==> src/rtl/mdio_pkg.sv <==
package mdio_pkg;
    localparam int ADDR_W  = 5;
    localparam int DATA_W  = 16;
    localparam int HDR_LEN = 4 + 2 * ADDR_W;
    localparam int TX_W    = DATA_W + 2;

    typedef enum logic [2:0] {
        PH_IDLE,
        PH_PRE,
        PH_HDR,
        PH_TA,
        PH_DATA,
        PH_TAIL
    } phase_e;
endpackage

==> src/rtl/mdio_tick_gen.sv <==
module mdio_tick_gen #(
    parameter int HALF_DIV = 20
) (
    input  logic clk,
    input  logic rst_n,
    input  logic run_i,
    output logic tick_o
);
    localparam int CW = (HALF_DIV > 1) ? $clog2(HALF_DIV) : 1;
    localparam logic [CW-1:0] LAST = CW'(HALF_DIV - 1);

    logic [CW-1:0] cnt_d, cnt_q;

    always_comb begin
        if (!run_i || cnt_q == LAST) cnt_d = '0;
        else                         cnt_d = cnt_q + 1'b1;
    end

    always_ff @(posedge clk or negedge rst_n) begin
        if (!rst_n) cnt_q <= '0;
        else        cnt_q <= cnt_d;
    end

    assign tick_o = run_i && (cnt_q == LAST);
endmodule

==> src/rtl/mdio_in_sync.sv <==
module mdio_in_sync #(
    parameter int STAGES = 2
) (
    input  logic clk,
    input  logic rst_n,
    input  logic d_i,
    output logic q_o
);
    logic [STAGES-1:0] chain_q;

    generate
        for (genvar g = 0; g < STAGES; g++) begin : g_stage
            if (g == 0) begin : g_first
                always_ff @(posedge clk or negedge rst_n) begin
                    if (!rst_n) chain_q[0] <= 1'b0;
                    else        chain_q[0] <= d_i;
                end
            end else begin : g_next
                always_ff @(posedge clk or negedge rst_n) begin
                    if (!rst_n) chain_q[g] <= 1'b0;
                    else        chain_q[g] <= chain_q[g-1];
                end
            end
        end
    endgenerate

    assign q_o = chain_q[STAGES-1];
endmodule

==> src/rtl/mdio_frame_seq.sv <==
module mdio_frame_seq
    import mdio_pkg::*;
#(
    parameter int PRE_LEN = 40
) (
    input  logic              clk,
    input  logic              rst_n,
    input  logic              tick_i,
    input  logic              mdio_s_i,
    input  logic              start_i,
    input  logic              rd_i,
    input  logic [ADDR_W-1:0] phy_addr_i,
    input  logic [ADDR_W-1:0] reg_addr_i,
    input  logic [DATA_W-1:0] wdata_i,
    output logic              busy_o,
    output logic              done_o,
    output logic [DATA_W-1:0] rdata_o,
    output logic              mdc_o,
    output logic              mdio_o,
    output logic              mdio_oe_o
);
    localparam int MAXLEN = (PRE_LEN > TX_W) ? PRE_LEN : TX_W;
    localparam int CNT_W  = $clog2(MAXLEN) + 1;
    localparam int PAD_W  = TX_W - HDR_LEN;

    typedef struct packed {
        phase_e            phase;
        logic [CNT_W-1:0]  cnt;
        logic [TX_W-1:0]   sh;
        logic [DATA_W-1:0] wd;
        logic [DATA_W-1:0] rx;
        logic [DATA_W-1:0] rdata;
        logic              rd;
        logic              mdc;
        logic              mdo;
        logic              oe;
        logic              busy;
        logic              done;
    } seq_t;

    seq_t st_d, st_q;

    always_comb begin
        st_d      = st_q;
        st_d.done = 1'b0;

        if (st_q.phase == PH_IDLE) begin
            if (start_i) begin
                st_d.phase = PH_PRE;
                st_d.cnt   = CNT_W'(PRE_LEN - 1);
                st_d.sh    = {2'b01, rd_i, !rd_i, phy_addr_i, reg_addr_i, {PAD_W{1'b0}}};
                st_d.wd    = wdata_i;
                st_d.rd    = rd_i;
                st_d.busy  = 1'b1;
                st_d.mdc   = 1'b0;
            end
        end else if (tick_i) begin
            if (!st_q.mdc) begin
                st_d.mdc = 1'b1;
            end else begin
                st_d.mdc = 1'b0;
                case (st_q.phase)
                    PH_PRE: begin
                        if (st_q.cnt == '0) begin
                            st_d.phase = PH_HDR;
                            st_d.cnt   = CNT_W'(HDR_LEN - 1);
                        end else begin
                            st_d.cnt = st_q.cnt - 1'b1;
                        end
                    end
                    PH_HDR: begin
                        if (st_q.cnt != '0) begin
                            st_d.cnt = st_q.cnt - 1'b1;
                            st_d.sh  = {st_q.sh[TX_W-2:0], 1'b0};
                        end else if (st_q.rd) begin
                            st_d.phase = PH_TA;
                            st_d.cnt   = '0;
                        end else begin
                            st_d.phase = PH_DATA;
                            st_d.sh    = {2'b10, st_q.wd};
                            st_d.cnt   = CNT_W'(TX_W - 1);
                        end
                    end
                    PH_TA: begin
                        st_d.phase = PH_DATA;
                        st_d.cnt   = CNT_W'(DATA_W - 1);
                    end
                    PH_DATA: begin
                        if (st_q.rd) st_d.rx = {st_q.rx[DATA_W-2:0], mdio_s_i};
                        else         st_d.sh = {st_q.sh[TX_W-2:0], 1'b0};
                        if (st_q.cnt == '0) st_d.phase = PH_TAIL;
                        else                st_d.cnt   = st_q.cnt - 1'b1;
                    end
                    PH_TAIL: begin
                        st_d.phase = PH_IDLE;
                        st_d.busy  = 1'b0;
                        st_d.done  = 1'b1;
                        if (st_q.rd) st_d.rdata = st_q.rx;
                    end
                    default: st_d.phase = PH_IDLE;
                endcase
            end
        end

        st_d.oe  = (st_d.phase == PH_PRE) || (st_d.phase == PH_HDR) ||
                   ((st_d.phase == PH_DATA) && !st_d.rd);
        st_d.mdo = (st_d.phase == PH_PRE) ? 1'b1 : (st_d.oe && st_d.sh[TX_W-1]);
    end

    always_ff @(posedge clk or negedge rst_n) begin
        if (!rst_n) begin
            st_q       <= '0;
            st_q.phase <= PH_IDLE;
        end else begin
            st_q <= st_d;
        end
    end

    assign busy_o    = st_q.busy;
    assign done_o    = st_q.done;
    assign rdata_o   = st_q.rdata;
    assign mdc_o     = st_q.mdc;
    assign mdio_o    = st_q.mdo;
    assign mdio_oe_o = st_q.oe;
endmodule

==> src/rtl/mdio_master.sv <==
module mdio_master #(
    parameter int HALF_DIV    = 20,
    parameter int PRE_LEN     = 40,
    parameter int SYNC_STAGES = 2
) (
    input  logic        clk,
    input  logic        rst_n,
    input  logic        start_i,
    input  logic        rd_i,
    input  logic [4:0]  phy_addr_i,
    input  logic [4:0]  reg_addr_i,
    input  logic [15:0] wdata_i,
    output logic        busy_o,
    output logic        done_o,
    output logic [15:0] rdata_o,
    output logic        mdc_o,
    output logic        mdio_o,
    output logic        mdio_oe_o,
    input  logic        mdio_i
);
    logic tick;
    logic mdio_s;
    logic busy_int;

    mdio_in_sync #(.STAGES(SYNC_STAGES)) sync_i (
        .clk   (clk),
        .rst_n (rst_n),
        .d_i   (mdio_i),
        .q_o   (mdio_s)
    );

    mdio_tick_gen #(.HALF_DIV(HALF_DIV)) tick_i (
        .clk    (clk),
        .rst_n  (rst_n),
        .run_i  (busy_int),
        .tick_o (tick)
    );

    mdio_frame_seq #(.PRE_LEN(PRE_LEN)) seq_i (
        .clk        (clk),
        .rst_n      (rst_n),
        .tick_i     (tick),
        .mdio_s_i   (mdio_s),
        .start_i    (start_i),
        .rd_i       (rd_i),
        .phy_addr_i (phy_addr_i),
        .reg_addr_i (reg_addr_i),
        .wdata_i    (wdata_i),
        .busy_o     (busy_int),
        .done_o     (done_o),
        .rdata_o    (rdata_o),
        .mdc_o      (mdc_o),
        .mdio_o     (mdio_o),
        .mdio_oe_o  (mdio_oe_o)
    );

    assign busy_o = busy_int;
endmodule

==> config.mk <==
export PLATFORM = sky130hd
export DESIGN_NAME = mdio_master
export DESIGN_NICKNAME = d
export VERILOG_FILES = /design/src/rtl/mdio_pkg.sv /design/src/rtl/mdio_tick_gen.sv /design/src/rtl/mdio_in_sync.sv /design/src/rtl/mdio_frame_seq.sv /design/src/rtl/mdio_master.sv
export SDC_FILE = /design/constraint.sdc
export NUM_CORES = 1
export LEC_CHECK = 0
export CAP_MARGIN = 10
export CORE_ASPECT_RATIO = 0.7
export CORE_MARGIN = 2
export CORE_UTILIZATION = 50
export DETAILED_ROUTE_END_ITERATION = 6
export GPL_ROUTABILITY_DRIVEN = 1
export PLACE_DENSITY = 0.73
export SLEW_MARGIN = 0
export SYNTH_ARGS = -nofsm -noshare
export SYNTH_HDL_FRONTEND = slang
export SYNTH_SLANG_ARGS = --single-unit
==> constraint.sdc <==
create_clock -name clk -period 2.9 [get_ports clk]
set_input_delay 0.435 -clock clk [delete_from_list [all_inputs] [get_ports clk]]
set_output_delay 0.435 -clock clk [all_outputs]
set_load 0.01 [all_outputs]
==> summary.txt <==
Outcome
  – Status: finished clean

Global route
  – First-pass GRT wire length: approximately 15,000 µm
  – Vias in the first global route: ~3.0k
  – Pin count of the biggest net entering global routing: 90
  – Initial antenna violation count: 0
  – GRT Total Usage: 0.2106
  – Grt ovf: 0

Floorplanning
  – Io pins: 52
  – Initial Util: 0.5092
  – Core Rows: 28
  – Die height: roughly 81 µm
  – DIE AREA: between 9000 and 10,000 µm²
  – Die width: between 100 and 150 µm
  – Core Footprint: 8338 µm²

STA
  – Post-route minimum period: approximately 2.7 ns
  – Max-slew headroom: 0.2624
  – FMAX: 0.3750 GHz
  – Final period util: 0.9195
  – Fin. max-slew vios: 0
  – Final setup TNS: 0 ns
  – Fin worst setup slack: 0.2333 ns
  – Clock Skew: approximately 0.0083 ns
  – Final Hold Viols: 0
  – Slew of the pin with the lowest slew margin: between 1 and 1.5 ns
  – Setup violators final: 0
  – Hold slack: 0.2921 ns
  – RSZ-0062 raised after global routing: no

Worst setup path
  – CP Data Arrival Time: roughly 2.9 ns
  – Req. time, crit path: around 3.1 ns
  – Critical Path Fanout Max: 18
  – WS Path Type: flop to flop
  – CP endpoint kind: flop
  – Setup crit start kind: flop

Synth
  – Yosys reg bits: 89
  – Mux contribution to synthesized area: 0.09107
  – Number of enable flip-flop cells after synthesis: 0
  – Post-Synth Adder-Cell Area: 0.005894
  – Synthesized net count: 434
  – Avg Cell Area, Syn: 10.59 µm²
  – Synth Instances: between 400 and 500
  – YS warnings: 0
  – Simple-Gate Fraction of Synth Area: 0.1606
  – Largest family of logic cells by synthesized area: simple AND/OR/NAND/NOR gates
  – Top FF cell, synth: dfrtp_1
  – Synth Area in Compound Gates: 0.1562
  – Post-synthesis cell type count: between 50 and 60
  – Post-Synth XOR/XNOR Area: 0.002063
  – Sequential share of the synthesized area: 0.5246
  – Asr flop ratio synth: 1.000
  – Cell area after synthesis: between 4000 and 5000 µm²

Clock tree
  – H-tree Lvls: 3
  – Clock Tree Buf Depth: 2
  – CTS Buf Count: 9
  – Clock transition at path regs: ~0.070 ns
  – Post-CTS setup repair buffer count: 0
  – CTS Hold Buffers Added: 0
  – CTS resizes: 0
  – Clk sinks: 89
  – Clock latency at the later pin of the worst-skew pair: ~0.34 ns
  – CTS tree: yes
  – Root Driver: clkbuf_16

Power and ir drop
  – Pleak: between 0.002 and 0.0025 µW
  – Comb pwr share: 0.067
  – Max VDD drop: between 300 and 400 µV
  – Pwr per Cell Area: 562.9 nW/µm²
  – Net Switching: 629.3 µW
  – Sequential share of power: 0.481
  – Sw frac: 0.2208
  – Clock group share of total power: 0.452
  – Int Pwr: roughly 2200 µW

Route
  – First-pass detailed-route iteration total: 5
  – WL/cell: 16.67 µm
  – Via count: about 3.1k
  – DR vias/cell: about 5.7
  – DRT iter0 DRCs: a little over 200
  – Routed WL: roughly 9000 µm
  – Post-route ant nets: 0
  – DRC: 0

Placed design
  – Port-buffer cells: 51
  – Pre-CTS WS: approximately 0.25 ns
  – Detail Placement HPWL: 6083 µm
  – GP Congestion: about 0.9
  – Placed Area: 4725 µm²

Run
  – Max-Cap Viols: 0

Finish
  – Final Cell Area: just over 5000 µm²
  – # diodes: 0
  – Share of cells above drive strength 1: 0.1705
  – Nets: roughly 470
  – Commonest cells after routing, fill and taps aside: dfrtp_1 (89), nand2_1 (69), clkdlybuf4s50_1 (50)
  – Area grow syn2layout: 19.25%
  – Most common cell after layout, fill and taps aside: dfrtp_1

Min path
  – Worst hold path class: input port to asynchronous set/reset pin
[registers in the layout (all words and copies together), names as in the netlist]
name,cells
sync_i.q_o,1
seq_i.mdio_oe_o,1
seq_i.st_q,61
sync_i.chain_q,1
seq_i.rdata_o,16
seq_i.mdio_o,1
seq_i.mdc_o,1
tick_i.cnt_q,5
seq_i.busy_o,1
seq_i.done_o,1
[cells by family (layout without fill, tap and decap cells)]
logic type	Yosys count	count (layout)
compound gates	91	91
xor+xnor	1	1
flops	89	89
buf+inv	45	84
mux	34	34
simple gates	139	139
fa+ha+maj	2	2
[worst paths after layout]
kind / to / slack (ns) / startpoint / depth (start not counted)
max: seq_i.st_q[55] / 0.23 / seq_i.st_q[72] / 8
min: tick_i.cnt_q[4] / 0.29 / rst_n / 1
max reg2reg: seq_i.st_q[55] / 0.23 / seq_i.st_q[72] / 8
min reg2reg: sync_i.q_o / 0.35 / sync_i.chain_q[0] / 0
max in group asynchronous: seq_i.done_o / 1.88 / rst_n / 1
min in group clk: sync_i.q_o / 0.35 / sync_i.chain_q[0] / 0
[layer usage]
metal  vias up  wire (µm)  global-route usage
met5         -          0                   0
met4         0        113             0.05610
met3        13        501             0.04701
met2       103       4140              0.3304
met1      1501       4329              0.2992
li1       1485          -                   -
[power groups by stage]
stage / Combinational [µW] / Sequential, µW / Clock (µW)
CTS: 192 / 1370 / 1310
finish: 190 / 1370 / 1290
global route: 218 / 1380 / 1370
global placement: 182 / 1390 / 0
detailed placement: 191 / 1390 / 0
floorplan: 110 / 1370 / 0
[cell usage after synthesis, types with 3 or more instances]
library cell	instances	area share
o21ai_0	14	0.017
buf_2	7	0.0083
a22o_1	12	0.025
a21o_1	3	0.0053
a21oi_1	21	0.025
nor2_1	21	0.019
buf_4	18	0.032
a221o_1	10	0.024
nand2_1	69	0.061
nor3_1	9	0.011
or3_1	3	0.0044
o21ai_1	3	0.0035
dfrtp_1	89	0.52
inv_1	10	0.0088
mux2_2	33	0.088
o31ai_1	7	0.012
nand2b_1	4	0.0059
nor2b_1	4	0.0059
clkbuf_1	9	0.0080
nand3_1	8	0.0094
[stage by stage]
stage	total power (µW)	util	instances
3_3_place_gp	1572	0.5666	529
2_1_floorplan	1482	-	401
4_1_cts	2875	0.6071	545
6_report	2850	0.6071	545
5_1_grt	2964	0.6071	545
3_5_place_dp	1582	0.5666	529
[critical path: stages (launching register included)]
cell,delay (ns)
dfrtp_1,0.38
inv_1,0.12
ha_1,0.23
or4b_4,0.60
or2_1,0.35
o21ai_1,0.16
a21o_1,0.49
nand2_1,0.13
o31ai_1,0.10
[final cells by class]
cell class,count,area (µm²)
clock inverters,5,85.08
multi-input cells,267,1768
repair buffers,58,560.5
well taps,105,131.4
inverters,10,37.54
fillers,702,3276
clock buffers,11,252.7
flip-flops and latches,89,2227
(Power assumes the default switching activity.)
